## src/rtl/rtc_cal_pkg.sv

```systemverilog
`timescale 1ns/1ps
package rtc_cal_pkg;
   localparam int NUM_REGS = 7;
   localparam int REG_W    = 8;
   localparam int ADDR_W   = 3;

   localparam logic [ADDR_W-1:0] A_SEC  = 3'd0;
   localparam logic [ADDR_W-1:0] A_MIN  = 3'd1;
   localparam logic [ADDR_W-1:0] A_HOUR = 3'd2;
   localparam logic [ADDR_W-1:0] A_DATE = 3'd3;
   localparam logic [ADDR_W-1:0] A_MON  = 3'd4;
   localparam logic [ADDR_W-1:0] A_DOW  = 3'd5;
   localparam logic [ADDR_W-1:0] A_YEAR = 3'd6;

   typedef logic [NUM_REGS-1:0][REG_W-1:0] reg_bank_t;

   // bits that may hold a one in each register
   function automatic logic [REG_W-1:0] field_mask(input int idx);
      case (idx)
         0:       return 8'hFF;
         1:       return 8'h7F;
         2:       return 8'hBF;
         3:       return 8'h3F;
         4:       return 8'h1F;
         5:       return 8'h07;
         6:       return 8'hFF;
         default: return 8'h00;
      endcase
   endfunction

   function automatic logic [REG_W-1:0] reset_value(input int idx);
      case (idx)
         0:       return 8'h80;
         3, 4, 5: return 8'h01;
         default: return 8'h00;
      endcase
   endfunction

   function automatic logic [REG_W-1:0] bcd_inc(input logic [REG_W-1:0] v);
      if (v[3:0] >= 4'd9) return {v[7:4] + 4'd1, 4'd0};
      return {v[7:4], v[3:0] + 4'd1};
   endfunction

   // 10*t + u divisible by 4  <=>  2*t[0] + u[1:0] == 0 (mod 4)
   function automatic logic is_leap(input logic [REG_W-1:0] yr);
      logic [1:0] s;
      s = {yr[4], 1'b0} + yr[1:0];
      return (s == 2'b00);
   endfunction

   function automatic logic [REG_W-1:0] month_last(input logic [REG_W-1:0] mon,
                                                   input logic leap);
      case (mon)
         8'h02:                      return leap ? 8'h29 : 8'h28;
         8'h04, 8'h06, 8'h09, 8'h11: return 8'h30;
         default:                    return 8'h31;
      endcase
   endfunction
endpackage

```

## src/rtl/rtc_prescaler.sv

```systemverilog
`timescale 1ns/1ps
module rtc_prescaler #(
   parameter int PRESCALE_BITS = 15
) (
   input  logic clk,
   input  logic rst_n,
   input  logic tick,
   input  logic clear,
   input  logic run,
   output logic sec_pulse
);
   logic [PRESCALE_BITS-1:0] cnt;

   assign sec_pulse = run && tick && (cnt == '1);

   always_ff @(posedge clk) begin
      if (!rst_n)         cnt <= '0;
      else if (clear)     cnt <= '0;
      else if (run && tick) cnt <= cnt + 1'b1;
   end
endmodule

```

## src/rtl/rtc_rollover.sv

```systemverilog
`timescale 1ns/1ps
module rtc_rollover
   import rtc_cal_pkg::*;
(
   input  reg_bank_t cur,
   output reg_bank_t nxt
);
   logic             c_min, c_hour, c_day, c_mon, c_year;
   logic [REG_W-1:0] s_inc, m_inc, h_val, h_inc, d_inc, w_inc, mo_inc, y_inc, last_day;
   logic             pm_n;

   always_comb begin
      nxt    = cur;
      c_min  = 1'b0;
      c_hour = 1'b0;
      c_day  = 1'b0;
      c_mon  = 1'b0;
      c_year = 1'b0;
      pm_n   = cur[2][5];
      s_inc  = bcd_inc({1'b0, cur[0][6:0]});
      m_inc  = bcd_inc(cur[1]);
      d_inc  = bcd_inc(cur[3]);
      w_inc  = bcd_inc(cur[5]);
      mo_inc = bcd_inc(cur[4]);
      y_inc  = bcd_inc(cur[6]);
      last_day = month_last(cur[4], is_leap(cur[6]));
      h_val  = cur[2][7] ? {3'b000, cur[2][4:0]} : {2'b00, cur[2][5:0]};
      h_inc  = bcd_inc(h_val);

      // seconds, halt bit kept
      if (cur[0][6:0] >= 7'h59) begin
         nxt[0] = {cur[0][7], 7'h00};
         c_min  = 1'b1;
      end else begin
         nxt[0] = {cur[0][7], s_inc[6:0]};
      end

      if (c_min) begin
         if (cur[1] >= 8'h59) begin
            nxt[1] = 8'h00;
            c_hour = 1'b1;
         end else begin
            nxt[1] = m_inc;
         end
      end

      if (c_hour) begin
         if (cur[2][7]) begin
            if (h_val == 8'h11) begin
               pm_n   = ~cur[2][5];
               c_day  = cur[2][5];
               nxt[2] = {2'b10, ~cur[2][5], 5'h12};
            end else if (h_val >= 8'h12) begin
               nxt[2] = {2'b10, pm_n, 5'h01};
            end else begin
               nxt[2] = {2'b10, pm_n, h_inc[4:0]};
            end
         end else begin
            if (h_val >= 8'h23) begin
               nxt[2] = 8'h00;
               c_day  = 1'b1;
            end else begin
               nxt[2] = {2'b00, h_inc[5:0]};
            end
         end
      end

      if (c_day) begin
         nxt[5] = (cur[5] >= 8'h07) ? 8'h01 : w_inc;
         if (cur[3] >= last_day) begin
            nxt[3] = 8'h01;
            c_mon  = 1'b1;
         end else begin
            nxt[3] = d_inc;
         end
      end

      if (c_mon) begin
         if (cur[4] >= 8'h12) begin
            nxt[4] = 8'h01;
            c_year = 1'b1;
         end else begin
            nxt[4] = mo_inc;
         end
      end

      if (c_year) nxt[6] = (cur[6] >= 8'h99) ? 8'h00 : y_inc;
   end
endmodule

```

## src/rtl/rtc_bcd_calendar.sv

```systemverilog
`timescale 1ns/1ps
module rtc_bcd_calendar
   import rtc_cal_pkg::*;
#(
   parameter int PRESCALE_BITS = 15
) (
   input  logic              clk,
   input  logic              rst_n,
   input  logic              tick_32k,
   input  logic              wr_en,
   input  logic [ADDR_W-1:0] wr_addr,
   input  logic [REG_W-1:0]  wr_data,
   input  logic [ADDR_W-1:0] rd_addr,
   output logic [REG_W-1:0]  rd_data
);
   if (PRESCALE_BITS < 1 || PRESCALE_BITS > 24) begin : g_bad_cfg
      $error("rtc_bcd_calendar: PRESCALE_BITS must be within 1..24");
   end

   reg_bank_t regs;
   reg_bank_t nxt;
   logic      halt, sec_wr, sec_pulse, adv_pend, do_adv;

   assign halt   = regs[0][7];
   assign sec_wr = wr_en && (wr_addr == A_SEC);
   assign do_adv = (sec_pulse || adv_pend) && !wr_en && !halt;

   rtc_prescaler #(.PRESCALE_BITS(PRESCALE_BITS)) u_pre (
      .clk       (clk),
      .rst_n     (rst_n),
      .tick      (tick_32k),
      .clear     (sec_wr),
      .run       (!halt),
      .sec_pulse (sec_pulse)
   );

   rtc_rollover u_roll (
      .cur (regs),
      .nxt (nxt)
   );

   // an advance blocked by a write waits for the next free cycle
   always_ff @(posedge clk) begin
      if (!rst_n)      adv_pend <= 1'b0;
      else if (sec_wr) adv_pend <= 1'b0;
      else if (wr_en)  adv_pend <= adv_pend || sec_pulse;
      else             adv_pend <= 1'b0;
   end

   for (genvar i = 0; i < NUM_REGS; i++) begin : g_reg
      logic [REG_W-1:0] q;
      always_ff @(posedge clk) begin
         if (!rst_n)
            q <= reset_value(i);
         else if (wr_en && wr_addr == ADDR_W'(i))
            q <= wr_data & field_mask(i);
         else if (do_adv)
            q <= nxt[i];
      end
      assign regs[i] = q;
   end

   always_comb begin
      rd_data = '0;
      for (int k = 0; k < NUM_REGS; k++)
         if (rd_addr == ADDR_W'(k)) rd_data = regs[k];
   end
endmodule

```

## config.mk

```make
export PLATFORM = sky130hd
export DESIGN_NAME = rtc_bcd_calendar
export DESIGN_NICKNAME = d
export VERILOG_FILES = /design/src/rtl/rtc_cal_pkg.sv /design/src/rtl/rtc_prescaler.sv /design/src/rtl/rtc_rollover.sv /design/src/rtl/rtc_bcd_calendar.sv
export SDC_FILE = /design/constraint.sdc
export NUM_CORES = 1
export LEC_CHECK = 0
export ABC_AREA = 1
export CAP_MARGIN = 20
export CORE_ASPECT_RATIO = 0.5
export CORE_UTILIZATION = 40
export DETAILED_ROUTE_END_ITERATION = 10
export GPL_ROUTABILITY_DRIVEN = 0
export SYNTH_ARGS = -nofsm -noshare
export SYNTH_HDL_FRONTEND = slang
export SYNTH_SLANG_ARGS = --single-unit
```

## constraint.sdc

```tcl
create_clock -name clk -period 5.5 [get_ports clk]
set_input_delay 1.1 -clock clk [delete_from_list [all_inputs] [get_ports clk]]
set_output_delay 1.1 -clock clk [all_outputs]
set_load 0.01 [all_outputs]
```

# Yosys cells after proc, flatten, opt, wreduce, memory -nomap -nowiden
# Index checks and enable logic that the tools add are counted.
# classes
addsub	16
n_lt_le_gt_ge	15
n_eq_ne	20
n_mux	72
n_bitwise	3
reduce_logical	65
# op_table
operator	count
$mux W8	32
$add A4 B1 Y4 const B	12
$mux W6	7
$mux W7	6
$reduce_bool A2 Y1	17
$ge A4 B4 Y1 const B	7
$reduce_and A3 Y1	9
$mux W5	4
$mux W1	19
$eq A3 B3 Y1 const B	6
$reduce_and A2 Y1	9
$eq A8 B3 Y1 const B	2
$eq A8 B5 Y1 const B	2
$ge A8 B5 Y1 const B	2
$pmux W8 S2	1
$add A15 B1 Y15 const B	1
$eq A15 B15 Y1 const B	1
$reduce_bool A3 Y1	5
$eq A3 B2 Y1 const B	4
$reduce_or A2 Y1	6
$logic_and A1 B1 Y1	11
$mux W3	3
$eq A8 B2 Y1 const B	1
$eq A8 B4 Y1 const B	1
18 further kinds	23
# word_totals
reg_bits	72
in_bits	18
out_inout_bits	8
word_cells	213

# Depth between registers and ports, before layout
# depth
depth_word	11
mapped_depth	19
ltp_nobuf	19

# Modules after synthesis
# A second synthesis with hierarchy kept.
# unflattened
cells_unflattened	1025
area_unflattened_um2	6298.5
# modules_own_cells
mod	n_inst	cells_each	area_per_inst_um2	seq_area_each_um2
rtc_bcd_calendar	1	455	2994.1	1141.1
rtc_rollover	1	446	2462.4	0.0
rtc_prescaler	1	124	842.1	300.3

# Worst setup path after synthesis
# OpenSTA, ideal clock, no wires.
# synth_path
path_kind	input to output
from	input port rd_addr[1]
to	output port rd_data[5]
arrival_ns	1.915
required_ns	4.400
setup_slack_ns	2.485
stages	6
n_path_buf	0
cell_sequence	inv_1 nor3_1 inv_1 nor2_1 nor3_1 o2111ai_1
# synth_between
elab_chain_cells	8
elab_cells_between_ends	14
classes_between	eq/ne (6); mux (7); reduce/logical (1)
# synth_lines
item	line_no	source
start, declared	rtc_bcd_calendar.sv:13	input logic [ADDR_W-1:0] rd_addr,
$logic_not A3 Y1	rtc_bcd_calendar.sv:66	if (rd_addr == ADDR_W'(k)) rd_data = regs[k];
$mux W8 (6 in a row)	rtc_bcd_calendar.sv:66	
$mux W8 (*)	rtc_bcd_calendar.sv:66	
end, declared	rtc_bcd_calendar.sv:14	output logic [REG_W-1:0] rd_data
# Mark *: on every way between the ends. The rest lies on a longest branch, timed or not.

# Final worst setup path
# layout_path
from	input port rd_addr[2]
to	output port rd_data[2]
# The elaborated chain is that of the path after synthesis.

==> results.yml <==
global_route:
  use_met3: 0.07343
  overflow: 0
  grt_max_degree: 33
  busiest_layer: "met1"
  grtUsageTotal: 0.2465
  grtUsageMet1: 0.3521
  use_met2: 0.3496
  grt_pass1_wl_um: 25020
  first_global_vias: 4679
  antenna_found_initial: 0
layout:
  multi_input_area_mm2: 0.003291
  seq_area_mm2: 0.001421
  layout-drive-gt1-share: 0.04671
  fill_cells: 1263
  area_growth_pct: 13.85
  nets: 892
  final_cells: 1001
logic_synthesis:
  ys.flop_type: "dfxtp_1"
  ys_seq_area_frac: 0.2737
  postSynthCellCount: 803
  synth_seq_cells: 71
  synth_commonest_cells: "183 x nand2_1, 112 x inv_1, 86 x nor2_1"
  synth_most_common_cell: "nand2_1"
  syn_area_mm2: 0.005194
  yosys-top-cells-area: "dfxtp_1 27%, nand2_1 13%, ha_1 11%"
  synth_nets: 865
  synth_top_area_share: 0.2737
  yosysUniqueCellTypes: 40
  syn-mean-instance-area_um2: 6.468
  synth_edf_count: 0
  synth_largest_area_cell: "dfxtp_1"
  yosys_warnings: 0
  synthArstFlopShare: 0
power_and_ir_drop:
  swShare: 0.2527
  clkPwrFrac: 0.483
  power.leakage_nw: 2.428
  seqPwrFrac: 0.428
  vdd_ir_drop_max_v: 0.0001157
  p_int_mw: 0.9183
  p_switching_mw: 0.3106
  combPwrFrac: 0.089
  powerDensity_mw_per_mm2: 207.8
sta:
  finalMaxSlewViolations: 0
  relSlewSlack: 0.3702
  rsz0062_at_grt: "false"
  finalHoldViolations: 0
  period_minus_slack_ps: 4322
  skew_ps: 8.488
  worst_pin_slew_ps: 941.7
  tns_ps: 0
  fin_crit_sh: 0.7858
  clock.fmax_mhz: 231.4
  setup_viol: 0
cts:
  cts_tree: "done"
  clk_latency_ps: 340
  cts-root-buf: "clkbuf_16"
  cts.sinks: 71
  post_cts_buffers: 0
  cts_resized: 0
  h-tree-depth: 3
  cts_buffers: 9
  max-clock-path-buffers: 2
  clk_pin_slew_ps: 60
  cts_hold_buf: 0
die:
  io_pins: 26
  die_y_um: 82.58
  die_area_mm2: 0.01347
  rows: 28
  die_w_um: 163.1
  start_util: 0.4248
  core_mm2: 0.01223
drt:
  drt-initial-drc-count: 488
  num_vias: 5452
  routed_wl_um: 16010
  wl_per_cell_um: 15.99
  viasPerCell: 5.447
  drt_pass1_iterations: 5
  ant_nets: 0
  route.detailed.drc: 0
critical_path:
  cp_data_required_time_ps: 4400
  cp_cell_sequence: "clkdlybuf4s50_1 > inv_1 > nor3_1 > inv_1 > o2111ai_1 > clkdlybuf4s50_1"
  cp-end-kind: "output port"
  slowest_delay_ps: 590
  crit_slowest_cell: "clkdlybuf4s50_1"
  crit_fanout: 6
  cp-start-kind: "input pin"
  crit_type: "in -> out"
  arrival_ps: 3220
place:
  placedCellCount: 984
  io_buffers: 25
  hpwl_um: 12090
run_status:
  status: "finished clean"
flow_run:
  maxCapViolCount: 0
worst_hold_path:
  hold_class: "reg -> reg"
[kinds of logic (layout without fill, tap and decap cells)]
kind of cell	count (synthesis)	in the layout	share of synthesized area
mux	1	1	0.001927
buf+inv	128	160	0.09275
xor+xnor	19	19	0.03204
simple gates	398	398	0.3349
flops	71	71	0.2737
compound gates	142	142	0.1588
fa+ha+maj	44	44	0.1060
other cells	0	1	0
[worst max-delay path: cells and delay by family]
| kind | cells | cell delay (ps) |
|---|---|---|
| AO/OA/AOI/OAI | 1 | 310 |
| buffers and inverters | 4 | 1430 |
| AND/OR/NAND/NOR | 1 | 380 |
[power by group through the flow]
stage          clock network, mW  logic [mW]  registers, mW
6_report                   0.593       0.110          0.526
5_1_grt                    0.626       0.121          0.526
4_1_cts                    0.604       0.108          0.526
3_5_place_dp                   0       0.107          0.537
3_3_place_gp                   0       0.106          0.537
2_1_floorplan                  0      0.0645          0.534
[state kept, by name (all words and copies together), names as in the netlist]
name,count
adv_pend,1
g.q,55
u_pre.cnt,15
[cells in the final DEF, fill, tap and decap left out, drive strengths merged]
| cell | n |
|---|---|
| bufinv | 1 |
| clkdlybuf4s50 | 25 |
| nand3b | 2 |
| inv | 115 |
| clkbuf | 12 |
| xor2 | 11 |
| o21ai | 42 |
| a31oi | 7 |
| o31ai | 1 |
| o2bb2ai | 2 |
| a32oi | 1 |
| a21boi | 1 |
| nor2 | 91 |
| dfxtp | 71 |
| clkinv | 6 |
| diode | 1 |
| o22ai | 22 |
| nand2 | 192 |
| nand3 | 71 |
| ha | 44 |
| nor4 | 2 |
| o211ai | 6 |
| mux2i | 1 |
| xnor2 | 8 |
| nor3 | 23 |
| o21a | 2 |
| o2111ai | 6 |
| and3 | 1 |
| a21oi | 51 |
| a221oi | 1 |
| nand4 | 16 |
| buf | 1 |
[area by class of cell]
class,count,area share
multi-input combinational,604,0.5565
sequential,71,0.2404
inverter,118,0.07490
timing repair buffer,26,0.04359
clock buffer,12,0.04168
tap,165,0.03491
clock inverter,4,0.007617
antenna,1,0.0004232
[final timing paths]
kind         slack, ps           from  depth (start not counted)            end
max reg2reg       2490  g_reg[4].q[0]                         18  g_reg[6].q[6]
min reg2reg        460  g_reg[5].q[7]                          2  g_reg[5].q[7]
max               1180     rd_addr[2]                          6     rd_data[2]
min                460  g_reg[5].q[7]                          2  g_reg[5].q[7]
[through the flow]
| step | util | cell area [um2] | hold slack, ps | total power, mW | setup WS [ps] |
|---|---|---|---|---|---|
| after floorplan | - | 5194 | 421.5 | 0.5989 | 2485 |
| after global placement | 0.4596 | 5619 | 442.7 | 0.6436 | 1230 |
| after detailed placement | 0.4596 | 5619 | 448.7 | 0.6441 | 1233 |
| after CTS | 0.4834 | 5911 | 459.7 | 1.238 | 1223 |
| after global routing | 0.4834 | 5911 | 500.4 | 1.274 | 1083 |
| final | 0.4836 | 5913 | 462.0 | 1.229 | 1178 |
[routing by layer]
layer | up-vias | share of wire
li1 | 2723 | -
met3 | 27 | 0.10
met5 | - | 0
met4 | 0 | 0.020
met1 | 2484 | 0.50
met2 | 218 | 0.38
Power figures use the tool's default switching activity.
